[src/rtl/jtag_tap_pkg.sv]
// Shared types for the test access port: controller states, data-path
// selection and instruction codes. Assumes a three-bit instruction.
package jtag_tap_pkg;

    localparam int IR_W = 3;

    typedef enum logic [3:0] {
        ST_TLR, ST_RTI,
        ST_SEL_DR, ST_CAP_DR, ST_SH_DR, ST_EX1_DR, ST_PA_DR, ST_EX2_DR, ST_UPD_DR,
        ST_SEL_IR, ST_CAP_IR, ST_SH_IR, ST_EX1_IR, ST_PA_IR, ST_EX2_IR, ST_UPD_IR
    } tap_state_t;

    typedef enum logic [1:0] {
        SEL_BYP = 2'd0,
        SEL_DBG = 2'd1,
        SEL_PRG = 2'd2
    } path_sel_t;

    localparam logic [IR_W-1:0] OP_DEBUG   = 3'b010;
    localparam logic [IR_W-1:0] OP_PROG    = 3'b100;
    localparam logic [IR_W-1:0] OP_RESET   = 3'b111;
    localparam logic [IR_W-1:0] IR_CAPTURE = 3'b001;

endpackage

[src/rtl/tap_fsm.sv]
// Sixteen-state controller. Advances on rising TCK and is steered by TMS.
// Assumes TMS is stable around the rising edge. rst_n is synchronous.
module tap_fsm
    import jtag_tap_pkg::*;
(
    input  logic       tck,
    input  logic       rst_n,
    input  logic       tms,
    output tap_state_t state
);

    tap_state_t nxt;

    // Next-state selection from the standard TMS graph
    always_comb begin
        case (state)
            ST_TLR:    nxt = tms ? ST_TLR    : ST_RTI;
            ST_RTI:    nxt = tms ? ST_SEL_DR : ST_RTI;
            ST_SEL_DR: nxt = tms ? ST_SEL_IR : ST_CAP_DR;
            ST_CAP_DR: nxt = tms ? ST_EX1_DR : ST_SH_DR;
            ST_SH_DR:  nxt = tms ? ST_EX1_DR : ST_SH_DR;
            ST_EX1_DR: nxt = tms ? ST_UPD_DR : ST_PA_DR;
            ST_PA_DR:  nxt = tms ? ST_EX2_DR : ST_PA_DR;
            ST_EX2_DR: nxt = tms ? ST_UPD_DR : ST_SH_DR;
            ST_UPD_DR: nxt = tms ? ST_SEL_DR : ST_RTI;
            ST_SEL_IR: nxt = tms ? ST_TLR    : ST_CAP_IR;
            ST_CAP_IR: nxt = tms ? ST_EX1_IR : ST_SH_IR;
            ST_SH_IR:  nxt = tms ? ST_EX1_IR : ST_SH_IR;
            ST_EX1_IR: nxt = tms ? ST_UPD_IR : ST_PA_IR;
            ST_PA_IR:  nxt = tms ? ST_EX2_IR : ST_PA_IR;
            ST_EX2_IR: nxt = tms ? ST_UPD_IR : ST_SH_IR;
            ST_UPD_IR: nxt = tms ? ST_SEL_DR : ST_RTI;
            default:   nxt = ST_TLR;
        endcase
    end

    // State register with synchronous test reset
    always_ff @(posedge tck) begin
        if (!rst_n) state <= ST_TLR;
        else        state <= nxt;
    end

endmodule

[src/rtl/tap_ir.sv]
// Instruction shifter, instruction latch and data-path decode.
// The shifter moves on rising TCK. The latch and decode update on falling
// TCK in Update-IR. No-op and reserved codes keep the previous selection.
module tap_ir
    import jtag_tap_pkg::*;
(
    input  logic             tck,
    input  logic             rst_n,
    input  tap_state_t       state,
    input  logic             tdi,
    output logic [IR_W-1:0]  ir_sr,
    output logic [IR_W-1:0]  ir_q,
    output path_sel_t        sel
);

    // Instruction shifter: capture the fixed pattern, then shift LSB first
    always_ff @(posedge tck) begin
        if (!rst_n)                  ir_sr <= '0;
        else if (state == ST_CAP_IR) ir_sr <= IR_CAPTURE;
        else if (state == ST_SH_IR)  ir_sr <= {tdi, ir_sr[IR_W-1:1]};
    end

    // Instruction latch and decode on the falling edge
    always_ff @(negedge tck) begin
        if (!rst_n || state == ST_TLR) begin
            ir_q <= OP_RESET;
            sel  <= SEL_BYP;
        end else if (state == ST_UPD_IR) begin
            ir_q <= ir_sr;
            case (ir_sr)
                OP_DEBUG:                  sel <= SEL_DBG;
                OP_PROG:                   sel <= SEL_PRG;
                3'b011, 3'b101, 3'b111:    sel <= SEL_BYP;
                default:                   sel <= sel;
            endcase
        end
    end

endmodule

[src/rtl/tap_dr_chain.sv]
// One private data register of width W (W >= 2), with a parallel side.
// It shifts on rising TCK while selected in Shift-DR. On the falling edge
// in Update-DR it presents the shifted word, raises a strobe for one period
// and snapshots the load value. It reloads from that snapshot on the rising
// edge that leaves Update-DR. Capture-DR leaves the contents unchanged.
module tap_dr_chain #(
    parameter int W = 10
) (
    input  logic         tck,
    input  logic         rst_n,
    input  logic         sel_me,
    input  logic         shift_st,
    input  logic         update_st,
    input  logic         tdi,
    input  logic [W-1:0] load_val,
    output logic         lsb,
    output logic         upd,
    output logic [W-1:0] wdata
);

    logic [W-1:0] sr;
    logic [W-1:0] snap;

    // Serial register: shift while selected, reload after an update
    always_ff @(posedge tck) begin
        if (!rst_n)                    sr <= '0;
        else if (sel_me && shift_st)   sr <= {tdi, sr[W-1:1]};
        else if (sel_me && update_st)  sr <= snap;
    end

    // Falling-edge update: write word, strobe and load snapshot
    always_ff @(negedge tck) begin
        if (!rst_n) begin
            upd   <= 1'b0;
            wdata <= '0;
            snap  <= '0;
        end else begin
            upd <= sel_me && update_st;
            if (sel_me && update_st) begin
                wdata <= sr;
                snap  <= load_val;
            end
        end
    end

    assign lsb = sr[0];

endmodule

[src/rtl/jtag_tap_dr.sv]
// Top level of the test access port. It links the controller, the
// instruction logic, the bypass cell and the two private data registers,
// and registers TDO with its enable on the falling edge.
// Assumes inputs change only while TCK is low.
module jtag_tap_dr
    import jtag_tap_pkg::*;
#(
    parameter int DBG_W = 10,
    parameter int PRG_W = 3
) (
    input  logic             tck,
    input  logic             trst_n,
    input  logic             tms,
    input  logic             tdi,
    output logic             tdo,
    output logic             tdo_oe,
    output logic             dbg_upd,
    output logic [DBG_W-1:0] dbg_wdata,
    input  logic [DBG_W-1:0] dbg_load,
    output logic             prg_upd,
    output logic [PRG_W-1:0] prg_wdata,
    input  logic [PRG_W-1:0] prg_load
);

    tap_state_t      state;
    logic [IR_W-1:0] ir_sr;
    logic [IR_W-1:0] ir_q;
    path_sel_t       sel;
    logic            byp_q;
    logic            dbg_lsb;
    logic            prg_lsb;
    logic            dr_lsb;

    tap_fsm u_fsm (.tck(tck), .rst_n(trst_n), .tms(tms), .state(state));

    tap_ir u_ir (
        .tck(tck), .rst_n(trst_n), .state(state), .tdi(tdi),
        .ir_sr(ir_sr), .ir_q(ir_q), .sel(sel)
    );

    tap_dr_chain #(.W(DBG_W)) u_dbg (
        .tck(tck), .rst_n(trst_n), .sel_me(sel == SEL_DBG),
        .shift_st(state == ST_SH_DR), .update_st(state == ST_UPD_DR),
        .tdi(tdi), .load_val(dbg_load), .lsb(dbg_lsb),
        .upd(dbg_upd), .wdata(dbg_wdata)
    );

    tap_dr_chain #(.W(PRG_W)) u_prg (
        .tck(tck), .rst_n(trst_n), .sel_me(sel == SEL_PRG),
        .shift_st(state == ST_SH_DR), .update_st(state == ST_UPD_DR),
        .tdi(tdi), .load_val(prg_load), .lsb(prg_lsb),
        .upd(prg_upd), .wdata(prg_wdata)
    );

    // Bypass cell: captures zero, then passes TDI through one stage
    always_ff @(posedge tck) begin
        if (!trst_n)                                   byp_q <= 1'b0;
        else if (sel == SEL_BYP && state == ST_CAP_DR) byp_q <= 1'b0;
        else if (sel == SEL_BYP && state == ST_SH_DR)  byp_q <= tdi;
    end

    // Data-path output mux by current selection
    always_comb begin
        case (sel)
            SEL_DBG: dr_lsb = dbg_lsb;
            SEL_PRG: dr_lsb = prg_lsb;
            default: dr_lsb = byp_q;
        endcase
    end

    // TDO and its enable, updated on the falling edge
    always_ff @(negedge tck) begin
        if (!trst_n) begin
            tdo    <= 1'b0;
            tdo_oe <= 1'b0;
        end else begin
            tdo_oe <= (state == ST_SH_IR) || (state == ST_SH_DR);
            if (state == ST_SH_IR)      tdo <= ir_sr[0];
            else if (state == ST_SH_DR) tdo <= dr_lsb;
        end
    end

endmodule

[config.mk]
export PLATFORM = sky130hd
export DESIGN_NAME = jtag_tap_dr
export DESIGN_NICKNAME = d
export VERILOG_FILES = /design/src/rtl/jtag_tap_pkg.sv /design/src/rtl/tap_fsm.sv /design/src/rtl/tap_ir.sv /design/src/rtl/tap_dr_chain.sv /design/src/rtl/jtag_tap_dr.sv
export SDC_FILE = /design/constraint.sdc
export NUM_CORES = 1
export LEC_CHECK = 0
export BUFFER_PORTS_ARGS = -buffer_cell sky130_fd_sc_hd__clkbuf_2
export CAP_MARGIN = 15
export CORE_MARGIN = 4
export CORE_UTILIZATION = 39
export CTS_BUF_LIST = sky130_fd_sc_hd__clkbuf_4 sky130_fd_sc_hd__clkbuf_8
export DETAILED_ROUTE_END_ITERATION = 10
export SETUP_SLACK_MARGIN = 0.05
export SKIP_LAST_GASP = 1
export SLEW_MARGIN = 5
export SYNTH_ARGS = -nofsm -noshare
export SYNTH_HDL_FRONTEND = slang
export SYNTH_SLANG_ARGS = --single-unit
[constraint.sdc]
create_clock -name tck -period 4.4 [get_ports tck]
set_input_delay 0.22 -clock tck [delete_from_list [all_inputs] [get_ports tck]]
set_output_delay 0.22 -clock tck [all_outputs]
set_load 0.01 [all_outputs]
==> results of run 1 <==
## critical path, delay by kind of cell (launching register included)
family                     cells  cell delay [ps]
and+or+nand+nor                1              590
adders and majority gates      1              170
AOI/OAI and AO/OA              2              480
buffers and inverters          1               80
DFF                            1              320
## area by class of cell
cell class	count	area, um^2	area share, %
multi-input cells	199	1300	44.1
inverters	7	26.3	0.891
well taps	77	96.3	3.27
clock inverters	35	140	4.75
clock buffers	5	68.8	2.33
repair buffers	45	255	8.65
flip-flops and latches	53	1060	36.0
## worst paths after layout
check | startpoint | endpoint | slack [ps] | cells past startpoint
worst max-delay path | u_ir.sel[0]$_SDFFE_NP0P_ | u_prg.sr[0]$_SDFFE_PN0P_ | 420 | 5
worst max register to register | u_ir.sel[0]$_SDFFE_NP0P_ | u_prg.sr[0]$_SDFFE_PN0P_ | 420 | 5
worst min register to register | u_dbg.wdata[0]$_SDFFE_NN0P_ | u_dbg.wdata[0]$_SDFFE_NN0P_ | 470 | 2
worst min-delay path | trst_n | u_ir.ir_sr[0]$_SDFFE_PN0P_ | 230 | 2
## cell families after synthesis
logic type                 synth area share (%)
and+or+nand+nor                            20.2
adders and majority gates                  1.47
DFF                                        41.5
buffers and inverters                      7.54
xor gates and xnor gates                  0.343
AOI/OAI and AO/OA                          28.9
## stage by stage
| stage | utilization [%] | hold slack [ps] | cells | instance area (um^2) | setup slack, ps |
|---|---|---|---|---|---|
| floorplan | - | 374 | 294 | 2560 | 532 |
| global placement | 43.2 | 454 | 382 | 2750 | 489 |
| detailed placement | 43.2 | 466 | 382 | 2750 | 467 |
| CTS | 46.5 | 227 | 421 | 2950 | 424 |
| global route | 46.5 | 230 | 421 | 2950 | 353 |
| finish | 46.5 | 226 | 421 | 2950 | 419 |
## sequential cells by signal (all words and copies together), names as in the netlist
| name | flops |
|---|---|
| u_dbg.snap | 10 |
| u_ir.ir_sr | 3 |
| u_dbg.sr | 10 |
| u_prg.sr | 3 |
| u_prg.snap | 3 |
| tdo | 1 |
| byp_q | 1 |
| u_fsm.state | 4 |
| u_ir.sel | 2 |
| u_dbg.wdata | 10 |
| u_dbg.upd | 1 |
| tdo_oe | 1 |
| u_prg.wdata | 3 |
| u_prg.upd | 1 |
## synthesized netlist by cell type (2+ instances only)
library cell	count	area (um^2)
sky130_fd_sc_hd__nand2_1	9	33.8
sky130_fd_sc_hd__a211oi_1	2	15.0
sky130_fd_sc_hd__buf_2	10	50.1
sky130_fd_sc_hd__a21oi_1	37	185
sky130_fd_sc_hd__nor2_1	4	15.0
sky130_fd_sc_hd__a31oi_1	3	18.8
sky130_fd_sc_hd__o2111a_1	10	113
sky130_fd_sc_hd__nor2b_1	4	25.0
sky130_fd_sc_hd__nand3b_1	16	120
sky130_fd_sc_hd__inv_1	7	26.3
sky130_fd_sc_hd__buf_4	2	15.0
sky130_fd_sc_hd__o31ai_1	3	22.5
sky130_fd_sc_hd__nand2b_1	5	31.3
sky130_fd_sc_hd__o21ai_0	29	145
sky130_fd_sc_hd__o21a_1	4	30.0
sky130_fd_sc_hd__or3b_2	6	52.6
sky130_fd_sc_hd__dfxtp_1	53	1060
sky130_fd_sc_hd__buf_6	2	22.5
sky130_fd_sc_hd__ha_1	3	37.5
sky130_fd_sc_hd__nand4_1	4	25.0
sky130_fd_sc_hd__clkbuf_1	19	71.3
sky130_fd_sc_hd__o21ai_1	2	10.0
sky130_fd_sc_hd__o41ai_1	2	17.5
sky130_fd_sc_hd__nor4b_4	2	47.6
sky130_fd_sc_hd__nand3_1	26	130
sky130_fd_sc_hd__o21bai_1	11	82.6
## routing by layer
metal  up-vias  wire, um  GRT usage, %
li1       1182         -             -
met4         0        79          5.68
met2        58      2540          23.4
met1      1095      3210          25.0
met5         -         0             0
met3         5       320          2.76
## power groups by stage
stage          combinational (uW)  sequential [uW]  clock (uW)
6_report                     69.1              486         397
3_3_place_gp                 68.8              495        45.8
2_1_floorplan                50.0              495        45.8
3_5_place_dp                 69.1              495        45.8
4_1_cts                      69.3              486         406
5_1_grt                      76.0              485         447
==> reports/qor.txt, run 1 <==
==============================================================================
Detailed-route via count ........................................         2340
Clock latency reported for the late side of the worst-skew pair .       380 ps
Combinational group share of total power ........................         7.3%
Number of design rule violations left after detail routing ......            0
Aggregate negative setup slack ..................................         0 ps
CP Data Arrival Time ............................................      4190 ps
Final RePlAce weighted congestion ...............................        0.757
Clock tree from TritonCTS .......................................          yes
Result of the run ............................................... finished clean
Pwr Total .......................................................       952 uW
Clk pin slew, worst setup/hold paths ............................       100 ps
Share of cells above drive strength 1 ...........................        18.3%
Width of the chip ...............................................      89.0 um
Root cell of the clock tree ..................................... sky130_fd_sc_hd__clkbuf_8
Antenna violations before repair ................................            0
Largest voltage drop on the vdd net .............................     0.158 mV
Iteration-0 DRC count of the detailed router ....................          110
Fin Clk Skew ....................................................      72.0 ps
Post-detailed-placement half-perimeter wirelength ...............      4.03 mm
PortBufs ........................................................           33
Net count of the mapped netlist .................................          314
Flop pwr share ..................................................        51.0%
Detailed Routing Iterations Pass 1 ..............................            4
Post-CTS Hold Fix Bufs ..........................................            0
Antenna fix cells ...............................................            0
Switching component of the power ................................       293 uW
Final setup vio count ...........................................            0
Number of synthesized flops with an enable pin ..................            0
Max-slew violation count ........................................            0
Top library cells by usage in the layout, fill and taps aside ... sky130_fd_sc_hd__dfxtp_1 (53), sky130_fd_sc_hd__inv_1 (38), sky130_fd_sc_hd__a21oi_1 (37)
Cells resized by post-CTS repair ................................            0
Syn Inst Count ..................................................          294
First-pass GRT wire length ......................................      10.3 mm
Internal ........................................................       658 uW
Floorplan Core Area ............................................. 0.00635 mm^2
Clock network fraction of design power ..........................        41.7%
RSZ-0062 raised after global routing ............................        false
Category of the most critical setup path ........................      reg2reg
Detailed-route wire length per cell .............................      14.6 um
H-tree lvl count ................................................            2
Power density relative to cell area .............................  323 mW/mm^2
Number of nets in the layout ....................................          363
Total CTS buffers ...............................................            5
Top fanout value on the critical path ...........................           13
Overall routing resource usage ..................................        16.5%
Mapped cell area ................................................ 0.00256 mm^2
Boundary pin count ..............................................           34
Number of global-route vias before repair .......................         2087
Layout fillers ..................................................          633
Average size of a mapped cell ...................................    8.69 um^2
Die Area ........................................................ 0.00791 mm^2
Starting density of the core ....................................        40.3%
Max-cap violation count .........................................            0
Switching share of power ........................................        30.8%
Most common cell after layout, fill and taps aside .............. sky130_fd_sc_hd__dfxtp_1
Largest buffer count on any clock path ..........................            2
Transition time of the tightest slew-check pin ..................       952 ps
Critical path required time .....................................      4610 ps
Ordered list of cells on the worst path ......................... inv_1, ha_1, or3b_2, o21a_1, o221a_2
Distinct cell type count of the synthesized netlist .............           45
Critical Path Slowest Stage Cell ................................ sky130_fd_sc_hd__or3b_2
Endpoints failing hold ..........................................            0
Slew Limit Headroom .............................................        36.1%
Number of buffers inserted by post-CTS setup repair .............            0
Largest net degree at the start of global routing ...............           34
Sequential cell area fraction in the yosys report ...............        41.5%
Kind of end point of the critical path ..........................     register
Primary flip-flop cell chosen by synthesis mapping .............. sky130_fd_sc_hd__dfxtp_1
Worst hold-check path type ......................................       in2reg
Largest incremental delay on the critical path ..................       590 ps
Total number of clock tree sinks ................................           53
Synth-to-layout area growth .....................................        15.4%
Post-DR vias/cell ...............................................         5.56
Number of warnings printed during yosys synthesis ...............            0
Post-detailed-routing wire length ...............................      6.15 mm
Async set-or-reset flop fraction in the synthesized netlist .....           0%
Die outline height ..............................................      89.0 um
Post-route antenna net violation count ..........................            0
Number of synthesized register bits .............................           53
Total gr overflow ...............................................            0
Leak ............................................................   0.00110 uW
Sort of element at the start of the critical path ...............     register
Row count .......................................................           29
==============================================================================
Power figures use the tool's default switching activity.
==> run 2: changes to the inputs <==
==> constraint.sdc (replaced) <==
create_clock -name tck -period 4.4 [get_ports tck]
set_input_delay 0.44 -clock tck [delete_from_list [all_inputs] [get_ports tck]]
set_output_delay 0.44 -clock tck [all_outputs]
set_load 0.01 [all_outputs]
==> run 2 against run 1 <==
Clock skew is 1.7 ps higher. Utilization is 0.26 points higher. Final area is 0.55% higher. Cell count is 0.24% lower. Flip-flop and latch count stayed put. Via count is 0.98% lower. Die area stayed put. Sequential power hardly changed. Global-route usage is 1.1 points lower. Largest cell class unchanged. Highest routed layer unchanged.
==> reports/qor.txt, run 2 (synthesis results as in run 1) <==
==============================================================================
Die outline height ..............................................      89.0 um   unchanged
Row count .......................................................           29   unchanged
Detailed-routed wire length on met3 .............................       270 um   -16%
Number of nets in the layout ....................................          362   -0.28%
Result of the run ............................................... finished clean
R2r worst-path depth ............................................            5   unchanged
Critical path required time .....................................      4610 ps   about the same
Hold worst-path end ............................................. u_ir.ir_sr[2]$_SDFFE_PP0P_
Endpoints failing hold ..........................................            0   unchanged
Clock latency reported for the late side of the worst-skew pair .       380 ps   about the same
Detailed-route wire length per cell .............................      14.3 um   -2.1%
Post-detailed-placement half-perimeter wirelength ...............      3.91 mm   -3.0%
Final setup vio count ...........................................            0   unchanged
Number of global-route vias before repair .......................         1907   -8.6%
Floorplan Core Area ............................................. 0.00635 mm^2   unchanged
Width of the chip ...............................................      89.0 um   unchanged
Max-slew violation count ........................................            0   unchanged
First-pass GRT wire length ......................................      9.64 mm   -6.7%
Largest net degree at the start of global routing ...............           35   +2.9%
Reg2reg setup slack .............................................       430 ps   about the same
Largest buffer count on any clock path ..........................            2   unchanged
Antenna fix cells ...............................................            0   unchanged
Final RePlAce weighted congestion ...............................        0.781   +3.3%
Wire length the detailed router placed on met1 ..................      3.12 mm   -2.9%
Top library cells by usage in the layout, fill and taps aside ... sky130_fd_sc_hd__dfxtp_1 (53), sky130_fd_sc_hd__inv_1 (38), sky130_fd_sc_hd__a21oi_1 (37)
Largest registers ............................................... u_dbg.snap (10), u_dbg.sr (10), u_dbg.wdata (10)
Fin Clk Skew ....................................................      73.7 ps   +1.71 ps
Uppermost signal routing layer after detailed routing ...........         met4
Number of cells traversed by the worst hold path ................            3   +1
Boundary pin count ..............................................           34   unchanged
Top fanout value on the critical path ...........................           13   unchanged
Iteration-0 DRC count of the detailed router ....................          176   +60%
Die Area ........................................................ 0.00791 mm^2   unchanged
Leak ............................................................   0.00111 uW   +0.79%
Total gr overflow ...............................................            0   unchanged
Root cell of the clock tree ..................................... sky130_fd_sc_hd__clkbuf_8
Category of the most critical setup path ........................      reg2reg
R2R Path End .................................................... u_prg.sr[0]$_SDFFE_PN0P_
Detailed Routing Iterations Pass 1 ..............................            4   unchanged
RSZ-0062 raised after global routing ............................        false
Total number of clock tree sinks ................................           53   unchanged
Cells resized by post-CTS repair ................................            0   unchanged
Starting density of the core ....................................        40.3%   unchanged
Worst hold-check path type ......................................       in2reg
Placed inst area ................................................ 0.00274 mm^2   -0.27%
Aggregate negative setup slack ..................................         0 ps   unchanged
Startpoint of the lowest-slack hold path ........................          tdi
Fin util ........................................................        46.7%   +0.26 points
Post-CTS Hold Fix Bufs ..........................................            0   unchanged
Share of cells above drive strength 1 ...........................        18.1%   -0.24 points
CP Data Arrival Time ............................................      4180 ps   about the same
Transition time of the tightest slew-check pin ..................      1000 ps   +49.3 ps
Post-route antenna net violation count ..........................            0   unchanged
Overall routing resource usage ..................................        15.4%   -1.1 points
Largest voltage drop on the vdd net .............................     0.180 mV   +14%
PortBufs ........................................................           33   unchanged
Post-DR vias/cell ...............................................         5.52   -0.75%
Total CTS buffers ...............................................            5   unchanged
Synth-to-layout area growth .....................................        16.1%
Number of design rule violations left after detail routing ......            0   unchanged
Slew Limit Headroom .............................................        32.8%   -3.3 points
Kind of end point of the critical path ..........................     register
Post-Layout Inst Area ........................................... 0.00297 mm^2   +0.55%
Most common cell after layout, fill and taps aside .............. sky130_fd_sc_hd__dfxtp_1
H-tree lvl count ................................................            2   unchanged
Power density relative to cell area .............................  338 mW/mm^2   +4.8%
Routed wire length on met2 ......................................      2.55 mm   about the same
Antenna violations before repair ................................            0   unchanged
Max-cap violation count .........................................            0   unchanged
Clock tree from TritonCTS .......................................          yes
Detailed-route via count ........................................         2317   -0.98%
Number of buffers inserted by post-CTS setup repair .............            0   unchanged
Post-detailed-routing wire length ...............................      6.01 mm   -2.3%
Sort of element at the start of the critical path ...............     register
Reg2reg start ................................................... u_ir.sel[0]$_SDFFE_NP0P_
Clk pin slew, worst setup/hold paths ............................       100 ps   about the same
==============================================================================
run 2: area by class of cell:
class | count | area, um^2
clock buffers | 5 | 68.8
clock inverters | 35 | 164
fillers | 642 | 3380
inverters | 7 | 26.3
multi-input cells | 199 | 1300
flip-flops and latches | 53 | 1060
well taps | 77 | 96.3
repair buffers | 44 | 248
run 2: per-stage QoR:
stage	std cells	hold WS, ps	power [uW]	setup slack (ps)
detailed placement	381	455	608	463
global placement	381	454	609	494
CTS	420	451	1010	432
global route	420	457	1060	371
finish	420	460	1000	431
floorplan	294	440	590	532
run 2: worst max-delay path by stage:
stage | start | slack, ps | cells past startpoint | end
3_3_place_gp | u_ir.sel[0]$_SDFFE_NP0P_ | 490 | 5 | u_prg.sr[0]$_SDFFE_PN0P_
6_report | u_ir.sel[0]$_SDFFE_NP0P_ | 430 | 5 | u_prg.sr[0]$_SDFFE_PN0P_
5_1_grt | u_ir.sel[0]$_SDFFE_NP0P_ | 370 | 5 | u_prg.sr[0]$_SDFFE_PN0P_
4_1_cts | u_ir.sel[0]$_SDFFE_NP0P_ | 430 | 5 | u_prg.sr[0]$_SDFFE_PN0P_
3_5_place_dp | u_ir.sel[0]$_SDFFE_NP0P_ | 460 | 5 | u_prg.sr[0]$_SDFFE_PN0P_
2_1_floorplan | u_ir.sel[0]$_SDFFE_NP0P_ | 530 | 6 | u_prg.sr[0]$_SDFFE_PN0P_
run 2: per-layer routing:
metal | global-route usage (%) | vias to the layer above
li1 | - | 1183
met2 | 21.8 | 46
met1 | 23.3 | 1080
met4 | 4.47 | 0
met5 | 0 | -
met3 | 3.41 | 8
run 2: worst max-delay path, stage by stage (launching register included):
cell                      delay [ps]
sky130_fd_sc_hd__dfxtp_1         310
sky130_fd_sc_hd__inv_1            80
sky130_fd_sc_hd__ha_1            160
sky130_fd_sc_hd__or3b_2          590
sky130_fd_sc_hd__o21a_1          210
sky130_fd_sc_hd__o221a_2         270
run 2: where the power goes:
| part | leakage, uW | switching, uW | internal, uW |
|---|---|---|---|
| Combinational | 0.000451 | 45.8 | 22.2 |
| Sequential | 0.000427 | 1.20 | 484 |
| Clock | 0.000229 | 240 | 209 |
==> run 3: changes to the inputs <==
--- a/config.mk
+++ b/config.mk
@@ -16,4 +16,5 @@
 export SLEW_MARGIN = 5
 export SYNTH_ARGS = -nofsm -noshare
 export SYNTH_HDL_FRONTEND = slang
+export SYNTH_HIERARCHICAL = 1
 export SYNTH_SLANG_ARGS = --single-unit
==> constraint.sdc (replaced) <==
create_clock -name tck -period 4.4 [get_ports tck]
set_input_delay 0.44 -clock tck [delete_from_list [all_inputs] [get_ports tck]]
set_output_delay 0.44 -clock tck [all_outputs]
set_load 0.005 [all_outputs]
==> run 3 against run 2 <==
Clock power decreased by 12%. Critical path type unchanged. Non-clock buffer count down 3. Sequential share of layout area shrank 2.3 points. Synthesized cell count down 0.34%. Critical path depth decreased by 1. Hold slack lost 30 ps. Count of clock-buffer cells in the layout increased by 1. Utilization shrank 0.51 points.
==> reports/qor.txt, run 3 <==
==============================================================================
Floorplan Core Area ............................................. 0.00687 mm^2   +8.2%
Iteration-0 DRC count of the detailed router ....................           66   -63%
Post-placement cell count .......................................          403   +5.8%
Overall routing resource usage ..................................        14.1%   -1.3 points
Number of warnings printed during yosys synthesis ...............            6   +6
Non-filler instance count after layout ..........................          439   +4.5%
Final setup vio count ...........................................            0   unchanged
Endpoints failing hold ..........................................            0   unchanged
Cells resized by post-CTS repair ................................            0   unchanged
Fin Clk Skew ....................................................      76.7 ps   +3.04 ps
Critical path required time .....................................      4600 ps   about the same
Clock network fraction of design power ..........................        41.7%   -3.1 points
Total number of clock tree sinks ................................           53   unchanged
Post-route antenna net violation count ..........................            0   unchanged
R2R Path End .................................................... u_prg/sr[2]$_SDFFE_PN0P_
Largest voltage drop on the vdd net .............................     0.141 mV   -21%
Clk pin slew, worst setup/hold paths ............................       100 ps   about the same
CP Data Arrival Time ............................................      4170 ps   about the same
Post-detailed-routing wire length ...............................      5.97 mm   -0.63%
First-pass GRT wire length ......................................      10.2 mm   +5.7%
Total gr overflow ...............................................            0   unchanged
Category of the most critical setup path ........................      reg2reg
Largest incremental delay on the critical path ..................       680 ps   +90 ps
Post-CTS Hold Fix Bufs ..........................................            0   unchanged
Post-DR vias/cell ...............................................         5.22   -5.4%
Number of buffers inserted by post-CTS setup repair .............            0   unchanged
Hold worst-path end ............................................. byp_q$_SDFFE_PP0P_
Largest registers ............................................... u_dbg/snap (10), u_dbg/sr (10), u_dbg/wdata (10)
Flop pwr share ..................................................        51.7%   +3.3 points
Result of the run ............................................... finished clean
Slew Limit Headroom .............................................        47.2%   +14 points
Ordered list of cells on the worst path ......................... inv_1, ha_1, a21boi_0, o311a_1
Largest net degree at the start of global routing ...............           81   +130%
Switching share of power ........................................        29.6%   +0.89 points
Average size of a mapped cell ...................................    9.49 um^2   +9.1%
Combinational group share of total power ........................         6.6%   -0.2 points
Max-slew violation count ........................................            0   unchanged
Number of cells traversed by the worst hold path ................            3   unchanged
Reg2reg start ................................................... u_ir/sel[0]$_SDFFE_NP0P_
Final RePlAce weighted congestion ...............................        0.742   -5.1%
Number of design rule violations left after detail routing ......            0   unchanged
Antenna violations before repair ................................            0   unchanged
Kind of end point of the critical path ..........................     register
Critical Path Slowest Stage Cell ................................ sky130_fd_sc_hd__ha_1
Startpoint of the lowest-slack hold path ........................          tdi
Worst hold-check path type ......................................       in2reg
Clock tree from TritonCTS .......................................          yes
Largest buffer count on any clock path ..........................            2   unchanged
PortBufs ........................................................           33   unchanged
Starting density of the core ....................................        40.5%   +0.22 points
Boundary pin count ..............................................           34   unchanged
Post-detailed-placement half-perimeter wirelength ...............      3.85 mm   -1.6%
RSZ-0062 raised after global routing ............................        false
Transition time of the tightest slew-check pin ..................       793 ps   -209 ps
Clock latency reported for the late side of the worst-skew pair .       370 ps   about the same
Max-cap violation count .........................................            0   unchanged
Die outline height ..............................................      92.4 um   +3.9%
Row count .......................................................           30   +3.4%
Sort of element at the start of the critical path ...............     register
Detailed Routing Iterations Pass 1 ..............................            4   unchanged
Mapped cell area ................................................ 0.00278 mm^2   +8.8%
Leak ............................................................   0.00148 uW   +33%
R2r worst-path depth ............................................            4   -1
Syn Inst Count ..................................................          293   -0.34%
Internal ........................................................       665 uW   -7.0%
Total CTS buffers ...............................................            5   unchanged
Top fanout value on the critical path ...........................           24   +11
Detailed-route via count ........................................         2290   -1.2%
Net count of the mapped netlist .................................          313   -0.32%
Number of global-route vias before repair .......................         2193   +15%
Synth-to-layout area growth .....................................        14.2%
Detailed-route wire length per cell .............................      13.6 um   -4.9%
Switching component of the power ................................       279 uW   -2.9%
Die Area ........................................................ 0.00854 mm^2   +8.0%
Most common cell after layout, fill and taps aside .............. sky130_fd_sc_hd__dfxtp_1
Antenna fix cells ...............................................            0   unchanged
Aggregate negative setup slack ..................................         0 ps   unchanged
Top library cells by usage in the layout, fill and taps aside ... sky130_fd_sc_hd__dfxtp_1 (53), sky130_fd_sc_hd__inv_1 (39), sky130_fd_sc_hd__and3_1 (34)
Power density relative to cell area .............................  297 mW/mm^2   -12%
H-tree lvl count ................................................            2   unchanged
Reg2reg setup slack .............................................       420 ps   about the same
Share of cells above drive strength 1 ...........................        19.5%   +1.5 points
Number of nets in the layout ....................................          362   unchanged
Pwr Total .......................................................       944 uW   -5.8%
Width of the chip ...............................................      92.4 um   +3.9%
Root cell of the clock tree ..................................... sky130_fd_sc_hd__clkbuf_8
==============================================================================
run 3: area by class of cell:
class / instances / area, um^2
well taps: 96 / 120
repair buffers: 41 / 250
multi-input cells: 199 / 1500
fillers: 706 / 3690
clock buffers: 6 / 76.3
clock inverters: 34 / 134
inverters: 10 / 37.5
flip-flops and latches: 53 / 1060
run 3: power by group through the flow:
stage | Sequential (uW) | Combinational [uW] | Clock, uW
after floorplan | 501 | 36.1 | 50.4
after global placement | 497 | 61.2 | 50.4
after detailed placement | 497 | 61.7 | 50.4
after CTS | 488 | 61.9 | 406
after global routing | 488 | 67.6 | 449
final | 488 | 62.2 | 394
run 3: how the worst max path moves through the flow:
stage | depth (start not counted) | to | slack (ps) | from
2_1_floorplan | 5 | u_dbg/wdata[1]$_SDFFE_NN0P_ | 190 | u_fsm/state[1]$_SDFF_PN0_
3_3_place_gp | 4 | u_prg/sr[0]$_SDFFE_PN0P_ | 530 | u_ir/sel[0]$_SDFFE_NP0P_
3_5_place_dp | 4 | u_prg/sr[2]$_SDFFE_PN0P_ | 490 | u_ir/sel[0]$_SDFFE_NP0P_
4_1_cts | 4 | u_prg/sr[2]$_SDFFE_PN0P_ | 430 | u_ir/sel[0]$_SDFFE_NP0P_
5_1_grt | 4 | u_dbg/sr[9]$_SDFFE_PN0P_ | 280 | u_ir/sel[1]$_SDFFE_NP0P_
6_report | 4 | u_prg/sr[2]$_SDFFE_PN0P_ | 420 | u_ir/sel[0]$_SDFFE_NP0P_
run 3: per-layer routing:
metal	vias to the layer above	part of all wire, %	GRT usage, %
met3	2	2.8	2.52
met5	-	0	0
met2	25	48	24.3
met4	0	0.42	2.60
li1	1186	-	-
met1	1077	49	18.6
run 3: critical path, delay by kind of cell (launching register included):
kind,cells,cell delay (ps)
DFF,1,320
buffers and inverters,1,80
adders and majority gates,1,680
AOI/OAI and AO/OA,2,530
run 3: through the flow:
step                utilization, %  cell area [um^2]  hold WS [ps]  setup WS (ps)
global placement              43.4              2980           471            529
detailed placement            43.4              2980           481            488
finish                        46.2              3170           430            422
CTS                           46.2              3170           416            428
global route                  46.2              3170           416            284
floorplan                        -              2780           451            191
